`src/rtl/wdog_pkg.sv`:
```
package wdog_pkg;

    localparam int CTRL_W = 8;
    localparam int KEY_W  = 4;

    // Control word layout (software-visible, behaviour depends on it)
    localparam int KEY_LSB  = 4;
    localparam int EN_BIT   = 3;
    localparam int CODE_LSB = 0;
    localparam int CODE_W   = 2;

    localparam logic [KEY_W-1:0] KEY_ARM  = 4'hA;
    localparam logic [KEY_W-1:0] KEY_FIRE = 4'h5;

    typedef enum logic {
        KEY_IDLE  = 1'b0,
        KEY_ARMED = 1'b1
    } key_state_e;

    typedef struct packed {
        logic              en;
        logic [CODE_W-1:0] code;
    } ctrl_state_t;

endpackage

```
`src/rtl/wdog_ctrl_reg.sv`:
```
module wdog_ctrl_reg
    import wdog_pkg::*;
(
    input  logic              clk,
    input  logic              rst_n,
    input  logic              wr_en,
    input  logic [CTRL_W-1:0] wr_data,
    output logic              en_o,
    output logic [CODE_W-1:0] code_o
);

    ctrl_state_t st_q;
    ctrl_state_t st_d;

    always_comb begin
        st_d = st_q;
        if (wr_en) begin
            // timeout code is only writable before the watchdog runs
            if (!st_q.en) begin
                st_d.code = wr_data[CODE_LSB +: CODE_W];
            end
            // enable is set-only
            if (wr_data[EN_BIT]) begin
                st_d.en = 1'b1;
            end
        end
    end

    always_ff @(posedge clk) begin
        if (!rst_n) begin
            st_q <= '0;
        end else begin
            st_q <= st_d;
        end
    end

    assign en_o   = st_q.en;
    assign code_o = st_q.code;

    // once on, the watchdog stays on
    a_r3_enable_sticky : assert property (@(posedge clk) disable iff (!rst_n)
        st_q.en |=> st_q.en);

    // code frozen while enabled
    a_r4_code_locked : assert property (@(posedge clk) disable iff (!rst_n)
        st_q.en |=> $stable(st_q.code));

endmodule

```
`src/rtl/wdog_key_fsm.sv`:
```
module wdog_key_fsm
    import wdog_pkg::*;
(
    input  logic             clk,
    input  logic             rst_n,
    input  logic             en_i,
    input  logic             tick_i,
    input  logic             wr_en,
    input  logic [KEY_W-1:0] key_i,
    output logic             restart_o
);

    typedef struct packed {
        key_state_e st;
    } key_regs_t;

    key_regs_t r_q;
    key_regs_t r_d;
    logic      restart_d;

    always_comb begin
        r_d       = r_q;
        restart_d = 1'b0;
        if (!en_i) begin
            r_d.st = KEY_IDLE;
        end else if (wr_en) begin
            if (key_i == KEY_ARM) begin
                r_d.st = KEY_ARMED;
            end else if (key_i == KEY_FIRE && r_q.st == KEY_ARMED) begin
                restart_d = 1'b1;
                r_d.st    = KEY_IDLE;
            end else begin
                r_d.st = KEY_IDLE;
            end
        end else if (tick_i) begin
            // a tick before the firing write closes the window
            r_d.st = KEY_IDLE;
        end
    end

    always_ff @(posedge clk) begin
        if (!rst_n) begin
            r_q <= '{st: KEY_IDLE};
        end else begin
            r_q <= r_d;
        end
    end

    assign restart_o = restart_d;

    // no restart while disabled
    a_r9_no_restart_disabled : assert property (@(posedge clk) disable iff (!rst_n)
        restart_o |-> en_i);

    // an idle tick closes an armed window
    a_r7_tick_expires : assert property (@(posedge clk) disable iff (!rst_n)
        (r_q.st == KEY_ARMED && tick_i && !wr_en) |=> r_q.st == KEY_IDLE);

    // a restart only ever follows an armed state
    a_r6_fire_needs_arm : assert property (@(posedge clk) disable iff (!rst_n)
        restart_o |-> r_q.st == KEY_ARMED);

endmodule

```
`src/rtl/wdog_counter.sv`:
```
module wdog_counter
    import wdog_pkg::*;
#(
    parameter int TMO0 = 32768,
    parameter int TMO1 = 8192,
    parameter int TMO2 = 512,
    parameter int TMO3 = 64
) (
    input  logic              clk,
    input  logic              rst_n,
    input  logic              en_i,
    input  logic [CODE_W-1:0] code_i,
    input  logic              tick_i,
    input  logic              restart_i,
    output logic              req_o
);

    localparam int MAX01 = (TMO0 > TMO1) ? TMO0 : TMO1;
    localparam int MAX23 = (TMO2 > TMO3) ? TMO2 : TMO3;
    localparam int MAX_T = (MAX01 > MAX23) ? MAX01 : MAX23;
    localparam int CNT_W = $clog2(MAX_T + 1);
    localparam int NUM_CODES = 1 << CODE_W;

    typedef struct packed {
        logic [CNT_W-1:0] cnt;
        logic             req;
    } cnt_regs_t;

    cnt_regs_t        r_q;
    cnt_regs_t        r_d;
    logic [CNT_W-1:0] last_val;
    logic [CNT_W-1:0] lim_tab [NUM_CODES];

    generate
        for (genvar g = 0; g < NUM_CODES; g++) begin : g_lim
            localparam int T = (g == 0) ? TMO0 : (g == 1) ? TMO1 :
                               (g == 2) ? TMO2 : TMO3;
            assign lim_tab[g] = CNT_W'(T - 1);
        end
    endgenerate

    assign last_val = lim_tab[code_i];

    always_comb begin
        r_d     = r_q;
        r_d.req = 1'b0;
        if (en_i) begin
            if (restart_i) begin
                r_d.cnt = '0;
            end else if (tick_i) begin
                if (r_q.cnt == last_val) begin
                    r_d.cnt = '0;
                    r_d.req = 1'b1;
                end else begin
                    r_d.cnt = r_q.cnt + 1'b1;
                end
            end
        end
    end

    always_ff @(posedge clk) begin
        if (!rst_n) begin
            r_q <= '0;
        end else begin
            r_q <= r_d;
        end
    end

    assign req_o = r_q.req;

    // request is a single-cycle pulse
    a_r5_req_single : assert property (@(posedge clk) disable iff (!rst_n)
        r_q.req |=> !r_q.req);

    // count never passes the selected limit
    a_r5_cnt_bound : assert property (@(posedge clk) disable iff (!rst_n)
        r_q.cnt <= last_val);

    // restart always leaves the counter at zero, tick or not
    a_r10_restart_wins : assert property (@(posedge clk) disable iff (!rst_n)
        (en_i && restart_i) |=> (r_q.cnt == '0 && !r_q.req));

    // nothing moves while disabled
    a_r1_idle_disabled : assert property (@(posedge clk) disable iff (!rst_n)
        !en_i |=> (r_q.cnt == '0 && !r_q.req));

endmodule

```
`src/rtl/wdog_keyed_top.sv`:
```
module wdog_keyed_top
    import wdog_pkg::*;
#(
    parameter int TMO0 = 32768,
    parameter int TMO1 = 8192,
    parameter int TMO2 = 512,
    parameter int TMO3 = 64
) (
    input  logic       clk,
    input  logic       rst_n,
    input  logic       tick,
    input  logic       wr_en,
    input  logic [7:0] wr_data,
    output logic [7:0] rd_data,
    output logic       rst_req
);

    logic              en_w;
    logic [CODE_W-1:0] code_w;
    logic              restart_w;

    wdog_ctrl_reg u_ctrl (
        .clk     (clk),
        .rst_n   (rst_n),
        .wr_en   (wr_en),
        .wr_data (wr_data),
        .en_o    (en_w),
        .code_o  (code_w)
    );

    wdog_key_fsm u_key (
        .clk       (clk),
        .rst_n     (rst_n),
        .en_i      (en_w),
        .tick_i    (tick),
        .wr_en     (wr_en),
        .key_i     (wr_data[KEY_LSB +: KEY_W]),
        .restart_o (restart_w)
    );

    wdog_counter #(
        .TMO0 (TMO0),
        .TMO1 (TMO1),
        .TMO2 (TMO2),
        .TMO3 (TMO3)
    ) u_cnt (
        .clk       (clk),
        .rst_n     (rst_n),
        .en_i      (en_w),
        .code_i    (code_w),
        .tick_i    (tick),
        .restart_i (restart_w),
        .req_o     (rst_req)
    );

    always_comb begin
        rd_data                         = '0;
        rd_data[EN_BIT]                 = en_w;
        rd_data[CODE_LSB +: CODE_W]     = code_w;
    end

    // reserved read-back bits stay zero
    a_r2_rd_reserved : assert property (@(posedge clk) disable iff (!rst_n)
        (rd_data[7:4] == 4'h0) && !rd_data[2]);

endmodule

```
`config.mk`:
```
export PLATFORM = sky130hd
export DESIGN_NAME = wdog_keyed_top
export DESIGN_NICKNAME = d
export VERILOG_FILES = /design/src/rtl/wdog_pkg.sv /design/src/rtl/wdog_ctrl_reg.sv /design/src/rtl/wdog_key_fsm.sv /design/src/rtl/wdog_counter.sv /design/src/rtl/wdog_keyed_top.sv
export SDC_FILE = /design/constraint.sdc
export NUM_CORES = 1
export LEC_CHECK = 0
export BUFFER_PORTS_ARGS = -buffer_cell sky130_fd_sc_hd__buf_2
export CORE_MARGIN = 4
export CORE_UTILIZATION = 61
export CTS_BUF_LIST = sky130_fd_sc_hd__clkbuf_2 sky130_fd_sc_hd__clkbuf_4 sky130_fd_sc_hd__clkbuf_8
export DETAILED_ROUTE_END_ITERATION = 8
export GPL_TIMING_DRIVEN = 0
export MAX_ROUTING_LAYER = met4
export PLACE_DENSITY = 0.82
export SKIP_CTS_REPAIR_TIMING = 1
export SYNTH_ARGS = -nofsm -noshare
export SYNTH_HDL_FRONTEND = slang
export SYNTH_HIERARCHICAL = 1
export SYNTH_SLANG_ARGS = --single-unit
```
`constraint.sdc`:
```
create_clock -name clk -period 4.44 [get_ports clk]
set_input_delay 0.666 -clock clk [delete_from_list [all_inputs] [get_ports clk]]
set_output_delay 0.666 -clock clk [all_outputs]
set_load 0.1 [all_outputs]
```
Yosys cells after proc, flatten, opt, wreduce, memory -nomap -nowiden
Cells that the tools add are included.
W data, S select, Z words.
Storage, ports and cells
  input bits: 12
  flip-flop bits (word level): 21
  output and inout bits: 9
  logic and storage cells: 36
Cells by class
  reduce and logical (&&, ||, !) cells: 8
  mux-type cells: 14
  add/sub/neg operators: 1
  eq/ne operators: 3
  magnitude comparators: 1
  bitwise logic cells: 4
Operators by type and width (count)
  $mux W16: 4
  $bmux W16 S2: 1
  $mux W17: 1
  $add A16 B1 Y16 const B: 1
  $eq A16 B16 Y1: 1
  $mux W1: 8
  $reduce_and A2 Y1: 4
  $eq A4 B3 Y1 const B: 1
  $eq A4 B4 Y1 const B: 1
  $reduce_bool A2 Y1: 2
  $reduce_or A4 Y1: 1
  $ge A3 B3 Y1 const B: 1
  $not A1 Y1: 3
  $not A2 Y3: 1
  $logic_and A1 B1 Y1: 1

Depth between registers and ports, before layout
Gate-level depths: netlist of run 1.
  depth in word-level cells: 8
  mapped depth: 8
  mapped depth without buffers: 6

Hierarchy
Netlist of run 1, hierarchy kept.
Modules (own cells, without submodules)
  wdog_counter: area each 918.4 µm², cells an instance 114, seq. area each 340.3 µm², times used 1
  wdog_ctrl_reg: area each 120.1 µm², cells an instance 12, seq. area each 60.1 µm², times used 1
  wdog_key_fsm: area each 73.8 µm², cells an instance 8, seq. area each 20.0 µm², times used 1
  wdog_keyed_top: area each 48.8 µm², cells an instance 7, seq. area each 0.0 µm², times used 1

Worst setup path after synthesis of run 1
OpenSTA, ideal clock, no wires.
  kind: reg-to-reg
  start: register u_ctrl.st_q, in the netlist u_ctrl/code_o[0]
  end: register u_cnt/r_q[16] in the netlist's numbering
  arrival: 2.359 ns
  setup slack: 1.959 ns
  required time: 4.318 ns
  period minus slack after synthesis: 2.481 ns
  path buffers: 0
  cell stages (with the launch flop): 6
  setup time: 0.122 ns
  path through: dfxtp_1 > o21bai_1 > a2111oi_2 > o2111ai_2 > and2_4 > a221o_1
Between the ends
  word-level cells in the longest chain between the ends: 8
Ends and longest elaborated chain
  start: declaration: RTL line wdog_ctrl_reg.sv:12  | ctrl_state_t st_q;
  start signal: assignment: RTL line wdog_ctrl_reg.sv:33  | st_q <= st_d;
  $not A2 Y3 (not written as such): RTL line wdog_counter.sv:42  | assign last_val = lim_tab[code_i];
  $bmux W16 S2: RTL line wdog_counter.sv:42
  $mux W16 (not written as such) (2 in series): RTL line wdog_counter.sv:42
  $eq A16 B16 Y1: RTL line wdog_counter.sv:51  | if (r_q.cnt == last_val) begin
  $mux W16: RTL line wdog_counter.sv:51
  $mux W17: RTL line wdog_counter.sv:50  | end else if (tick_i) begin
  $mux W16: RTL line wdog_counter.sv:48  | if (restart_i) begin
  end signal: assignment: RTL line wdog_counter.sv:65  | r_q <= r_d;
  end: declaration: RTL line wdog_counter.sv:29  | cnt_regs_t r_q;
Every way passes these cells. The select of a mux whose other input is x is not followed.
A chain may end at the register's enable or synchronous reset.

Worst setup path after layout of run 1
  start: register u_cnt/r_q[1] in the netlist's numbering
  end: register u_cnt/r_q[16] in the netlist's numbering
Between the ends
  word-level cells in the longest chain between the ends: 4
  elaborated cells on any way between the ends: 5
  those cells by class: add/sub: 1; eq/ne: 1; mux: 3
Ends and longest elaborated chain (RTL line)
  $add A16 B1 Y16 or $eq A16 B16 Y1 (tied branches): wdog_counter.sv:55, wdog_counter.sv:51
  $mux W16 (*): wdog_counter.sv:51
  $mux W17 (*): wdog_counter.sv:50
  $mux W16 (*): wdog_counter.sv:48
Mark *: on every way between the ends. The rest lies on a longest branch, timed or not. The select of a mux whose other input is x is not followed.

==> results.yml, run 1 <==
cts:
  numCtsBuffers: 3
  clockBufferDepth: 2
  clk_pin_slew_ns: 0.11
  h-tree-depth: 1
  insertion_delay_ns: 0.29
  cts_root_buffer: "clkbuf_4"
  cts.sink_count: 21
  tritoncts: "built"
global_route:
  grt_pass1_vias: 1004
  gr-total-overflow: 0
  antenna_found_initial: 0
  grt_max_degree: 12
  grt_pass1_wl_mm: 4.27
  track_usage_pct: 21.2
yosys:
  synth_warnings: 6
  synth-edff-count: 0
  syn_avg_cell_area_sq_um: 8.23
  yosys.area.top_type: "dfxtp_1"
  synth_top_area_share_pct: 36.2
  syn-instance-count: 141
  async_flop_share_pct: 0
  netlist_area_sq_um: 1160
  seq_area_frac_synth_pct: 36.2
  synthDistinctLibCells: 42
  synthTopCellsByArea: "dfxtp_1 (36%), nand2_1 (6.8%), o21ai_0 (6.5%)"
  ys.flop_type: "dfxtp_1"
  synth_seq_cells: 21
timing:
  tightest_slew_ns: 0.696
  fin_tns_setup_ns: 0
  period_share_pct: 50.9
  slew_violations: 0
  setup_violations: 0
  whs_ns: 0.526
  hold_violations: 0
  rsz0062_at_grt: "false"
  fin_crit_ns: 2.26
  fin_skew_ns: 0.00273
  relSlewSlack_pct: 53.2
  max_freq_ghz: 0.443
placed_design:
  placed_cells_incl_taps: 184
  gp_congestion: 0.924
  dpl.hpwl_mm: 1.88
  port_buffers: 14
layout:
  syn2layout_area_growth_pct: 12.6
  stdcell_count: 188
  nFillCells: 154
  nNetsFinal: 177
  layout-drive-gt1-share_pct: 20.9
  insertedDiodeCount: 0
power_and_ir_drop:
  finalPower_w: 0.000352
  p_leak_nw: 0.491
  vdd_ir_drop_max_v: 0.000198
  p_per_area_nw_per_um2: 269
drt:
  wl_per_cell_um: 13.7
  routed_wl_mm: 2.57
  route.detailed.drc: 0
  drtIter0Drc: 35
  antenna_left: 0
  vias: 1136
  drtPass1Iterations: 4
  vias_per_cell: 6.04
die:
  rows: 15
  ios: 21
  initial_core_util_pct: 65.8
  core_sq_um: 1760
  die_area_sq_um: 2670
  die_y_um: 51.6
  die_w_um: 51.6
worst_setup_path:
  critPathArrivalTime_ns: 2.45
  required_ns: 4.63
  ff2ff_setup_slack_ns: 2.18
  crit_type: "reg -> reg"
  reg2reg_depth: 6
  worstPathMaxFanout: 8
  cp-end-kind: "register"
  crit_path_start_kind: "register"
flow_run:
  drv_cap: 0
run_status:
  status: "finished clean"
min_path:
  holdCritPathClass: "reg -> reg"
  whs_path_depth: 1
[critical path, cell delays in order (launching register included)]
cell and delay [ns]:
dfxtp_1 0.43, ha_1 0.24, nand4_1 0.13, a2111oi_2 0.43
o2111ai_2 0.33, and2_4 0.29, a221o_1 0.31
[placed cells by master, fill, tap and decap left out, types with 3 or more instances in the layout]
| cell type | count |
|---|---|
| clkbuf_1 | 4 |
| buf_2 | 14 |
| dfxtp_1 | 21 |
| inv_1 | 3 |
| nor4_1 | 4 |
| o21ai_0 | 15 |
| nor2_1 | 8 |
| nand2_1 | 21 |
| nand4b_1 | 3 |
| buf_4 | 6 |
| clkbuf_4 | 4 |
| a31oi_1 | 3 |
| conb_1 | 5 |
| nand3_1 | 7 |
| nand4_1 | 9 |
[cell usage after synthesis (all sizes together) (2+ instances only)]
library cell	number
and4b	2
and2	2
nor4	4
nor3	3
nand2	21
a31o	2
dfxtp	21
a22o	2
nor2	8
o22ai	2
nand4b	3
nand4	9
o311ai	2
mux2i	2
nor2b	2
nand3	7
buf	6
o21ai	15
clkbuf	4
a31oi	3
inv	3
[logic make-up after synthesis]
| kind of cell | after synthesis | share of synthesized area, % |
|---|---|---|
| compound gates | 35 | 21.4 |
| xor+xnor | 2 | 1.51 |
| fa+ha+maj | 1 | 1.08 |
| buf+inv | 13 | 6.14 |
| flops | 21 | 36.2 |
| mux | 2 | 1.72 |
| other cells | 1 | 0.323 |
| simple gates | 66 | 31.6 |
[final timing paths]
kind                                     from            end
worst max register to register   u_cnt/r_q[1]  u_cnt/r_q[16]
worst min-delay path            u_cnt/r_q[11]  u_cnt/r_q[11]
worst max-delay path             u_cnt/r_q[1]  u_cnt/r_q[16]
worst min register to register  u_cnt/r_q[11]  u_cnt/r_q[11]
[layout make-up]
class                           count  area [sq um]  share of cell area [%]
Clock buffer                        4          30.0                    2.30
Inverter                            3          11.3                   0.861
Buffer                             10          60.1                    4.59
Timing Repair Buffer               14          70.1                    5.36
Tap cell                           25          31.3                    2.39
Sequential cell                    21           420                    32.2
Multi-Input combinational cell    111           684                    52.3
[per-layer routing]
layer / up-vias / wire length, um / GRT usage [%]
met3: 7 / 187 / 3.44
li1: 566 / - / -
met4: 0 / 29 / 5.68
met1: 520 / 1150 / 26.6
met2: 43 / 1210 / 35.4
met5: - / 0 / -
[report_power, final]
| group | total, W | internal, W | switching, W |
|---|---|---|---|
| logic | 0.0000618 | 0.0000157 | 0.0000461 |
| registers | 0.000195 | 0.000191 | 0.00000464 |
| clock network | 0.0000950 | 0.0000410 | 0.0000540 |
[sequential cells by signal, summed over array words and instances (netlist names)]
name / count
u_cnt/r_q: 16
u_cnt/req_o: 1
u_ctrl/en_o: 1
u_ctrl/code_o: 2
u_key/r_q: 1
[through the flow]
stage               cell area (sq um)  util (%)  setup WS (ns)
floorplan                        1180         -           1.96
global placement                 1280      72.4           2.17
detailed placement               1280      72.4           2.13
CTS                              1310      74.1           2.21
global route                     1310      74.1           2.04
finish                           1310      74.1           2.18
No activity file was read; power rests on OpenSTA's default activity.
==> run 2, diff against run 1 <==
CORE_UTILIZATION = 51   (was 61)
PLACE_DENSITY = 0.73   (was 0.82)
clock period = 1.9 ns   (was 4.44 ns; I/O delays follow)
==> run 2 against run 1 <==
Net effect: fmax up 25%; combinational power up 140%; core utilization down 9.8 points; sequential share of layout area down 1.0 points; die area up 16%; routed wire length up 3.9%.
==> results.yml, run 2 (synthesis results as in run 1) <==
power_and_ir_drop:
  p_leak_nw: 0.531
  swShare_pct: 29.9
  internal-power_w: 0.000580
  p_per_area_nw_per_um2: 587
  clkPwrFrac_pct: 27.0
  finalPower_w: 0.000827
  combPwrFrac_pct: 18.3
  vdd_ir_drop_max_v: 0.000427
  p_switching_w: 0.000247
  pwr-share-seq_pct: 54.7
worst_setup_path:
  crit_type: "reg -> reg"
  crit_path_start_kind: "register"
  required_ns: 2.10
  cp-end-kind: "register"
  ff2ff_setup_slack_ns: 0.1
  critPathArrivalTime_ns: 2.00
  reg2reg_depth: 6
  worstPathMaxFanout: 6
  regToRegEndpoint: "u_cnt/r_q[16]"
  r2r-start: "u_cnt/r_q[1]"
layout:
  syn2layout_area_growth_pct: 21.4
  multiInputGateArea_sq_um: 731
  finalInstanceArea_sq_um: 1410
  nNetsFinal: 181
  insertedDiodeCount: 0
  stdcell_count: 195
  ff_latch_area_sq_um: 439
  final_cell_mix: "nand2_1 (21), dfxtp_1 (16), o21ai_0 (15)"
  nFillCells: 199
  final_common_cell: "nand2_1"
  largest_reg_flops: 16
  largest-register: "u_cnt/r_q"
  layout-drive-gt1-share_pct: 28.1
placed_design:
  dpl.hpwl_mm: 1.92
  port_buffers: 14
  placed_cells_incl_taps: 187
  dpl_cell_area_sq_um: 1290
  gp_congestion: 0.848
timing:
  setup_violations: 0
  hold_violations: 0
  max_freq_ghz: 0.554
  fin_crit_ns: 1.80
  slew_violations: 0
  period_share_pct: 94.9
  fin_skew_ns: 0.00218
drt:
  drtPass1Iterations: 5
  routed_wl_mm: 2.67
  route.detailed.drc: 0
  wl_met3_um: 203
  drtIter0Drc: 38
  routed.top_layer: "met4"
  wl_met2_mm: 1.24
  wl_met1_mm: 1.19
  vias_per_cell: 5.93
  wl_per_cell_um: 13.7
  vias: 1156
  antenna_left: 0
cts:
  insertion_delay_ns: 0.30
  clockBufferDepth: 2
  clk_pin_slew_ns: 0.11
  cts_root_buffer: "clkbuf_4"
  h-tree-depth: 1
  cts.sink_count: 21
  numCtsBuffers: 3
  tritoncts: "built"
die:
  die_y_um: 55.7
  core_sq_um: 2190
  rows: 17
  initial_core_util_pct: 53.0
  die_w_um: 55.7
  ios: 21
  die_area_sq_um: 3100
min_path:
  worst_hold_path.endpoint: "u_ctrl/code_o[1]"
  holdCritPathClass: "in -> reg"
  hold_start: "wr_data[1]"
  whs_path_depth: 3
flow_run:
  drv_cap: 0
global_route:
  grt_pass1_wl_mm: 4.34
  grt_pass1_vias: 1015
  gr-total-overflow: 0
  grt_max_degree: 12
  track_usage_pct: 17.4
  antenna_found_initial: 0
run_status:
  status: "finished clean"
## run 2: changes by cell type in the layout (fill, tap and decap cells not counted)
cell and change:
dfxtp_1 -5, buf_4 +5, a2111oi_2 -1, nor4_2 +1
nor4_1 -2, a2111oi_4 +1, clkbuf_1 -1, nor4_4 +1
ha_4 +1, dfxtp_4 +5, ha_1 -1
## run 2: metal layers
| layer | up-vias | track usage [%] |
|---|---|---|
| li1 | 579 | - |
| met1 | 519 | 22.2 |
| met2 | 53 | 27.7 |
| met3 | 5 | 2.55 |
| met4 | 0 | 6.25 |
| met5 | - | - |
## run 2: how the worst max path moves through the flow
stage	start	endpoint	slack, ns
after global placement	u_cnt/r_q[1]	u_cnt/r_q[16]	-0.18
after detailed placement	u_cnt/r_q[1]	u_cnt/r_q[16]	-0.19
after global routing	u_cnt/r_q[4]	u_cnt/r_q[16]	-0.002
after floorplan	u_cnt/r_q[1]	u_cnt/r_q[16]	0.03
after CTS	u_cnt/r_q[1]	u_cnt/r_q[16]	-0.21
final	u_cnt/r_q[1]	u_cnt/r_q[16]	0.1
## run 2: per-stage QoR
step,TNS [ns],hold WS [ns],util [%],setup WS (ns)
6_report,0,0.210,64.4,0.0960
5_1_grt,-0.00173,0.200,64.4,-0.00173
4_1_cts,-1.36,0.191,60.4,-0.210
3_5_place_dp,-1.03,0.493,59.1,-0.187
3_3_place_gp,-0.943,0.485,59.1,-0.183
2_1_floorplan,0,0.379,-,0.0293
## run 2: critical path, stage by stage, from the launching register on
cell       delay, ns
dfxtp_4         0.40
ha_4            0.15
nand4_1         0.15
a2111oi_4       0.24
o2111ai_2       0.24
and2_4          0.24
a221o_1         0.28
## run 2: power groups by stage
stage	Combinational, W	Sequential (W)	Clock [W]
after floorplan	0.0000963	0.000485	0
after global placement	0.000141	0.000466	0
after detailed placement	0.000143	0.000466	0
after CTS	0.000143	0.000456	0.000246
after global routing	0.000160	0.000454	0.000263
final	0.000151	0.000452	0.000224
## run 2: final cells by class
cell class	count	share of cell area, %
Buffer	10	4.53
Clock buffer	4	2.13
Inverter	3	0.799
Multi-Input combinational cell	111	51.8
Sequential cell	21	31.1
Tap cell	28	2.48
Timing Repair Buffer	18	7.10
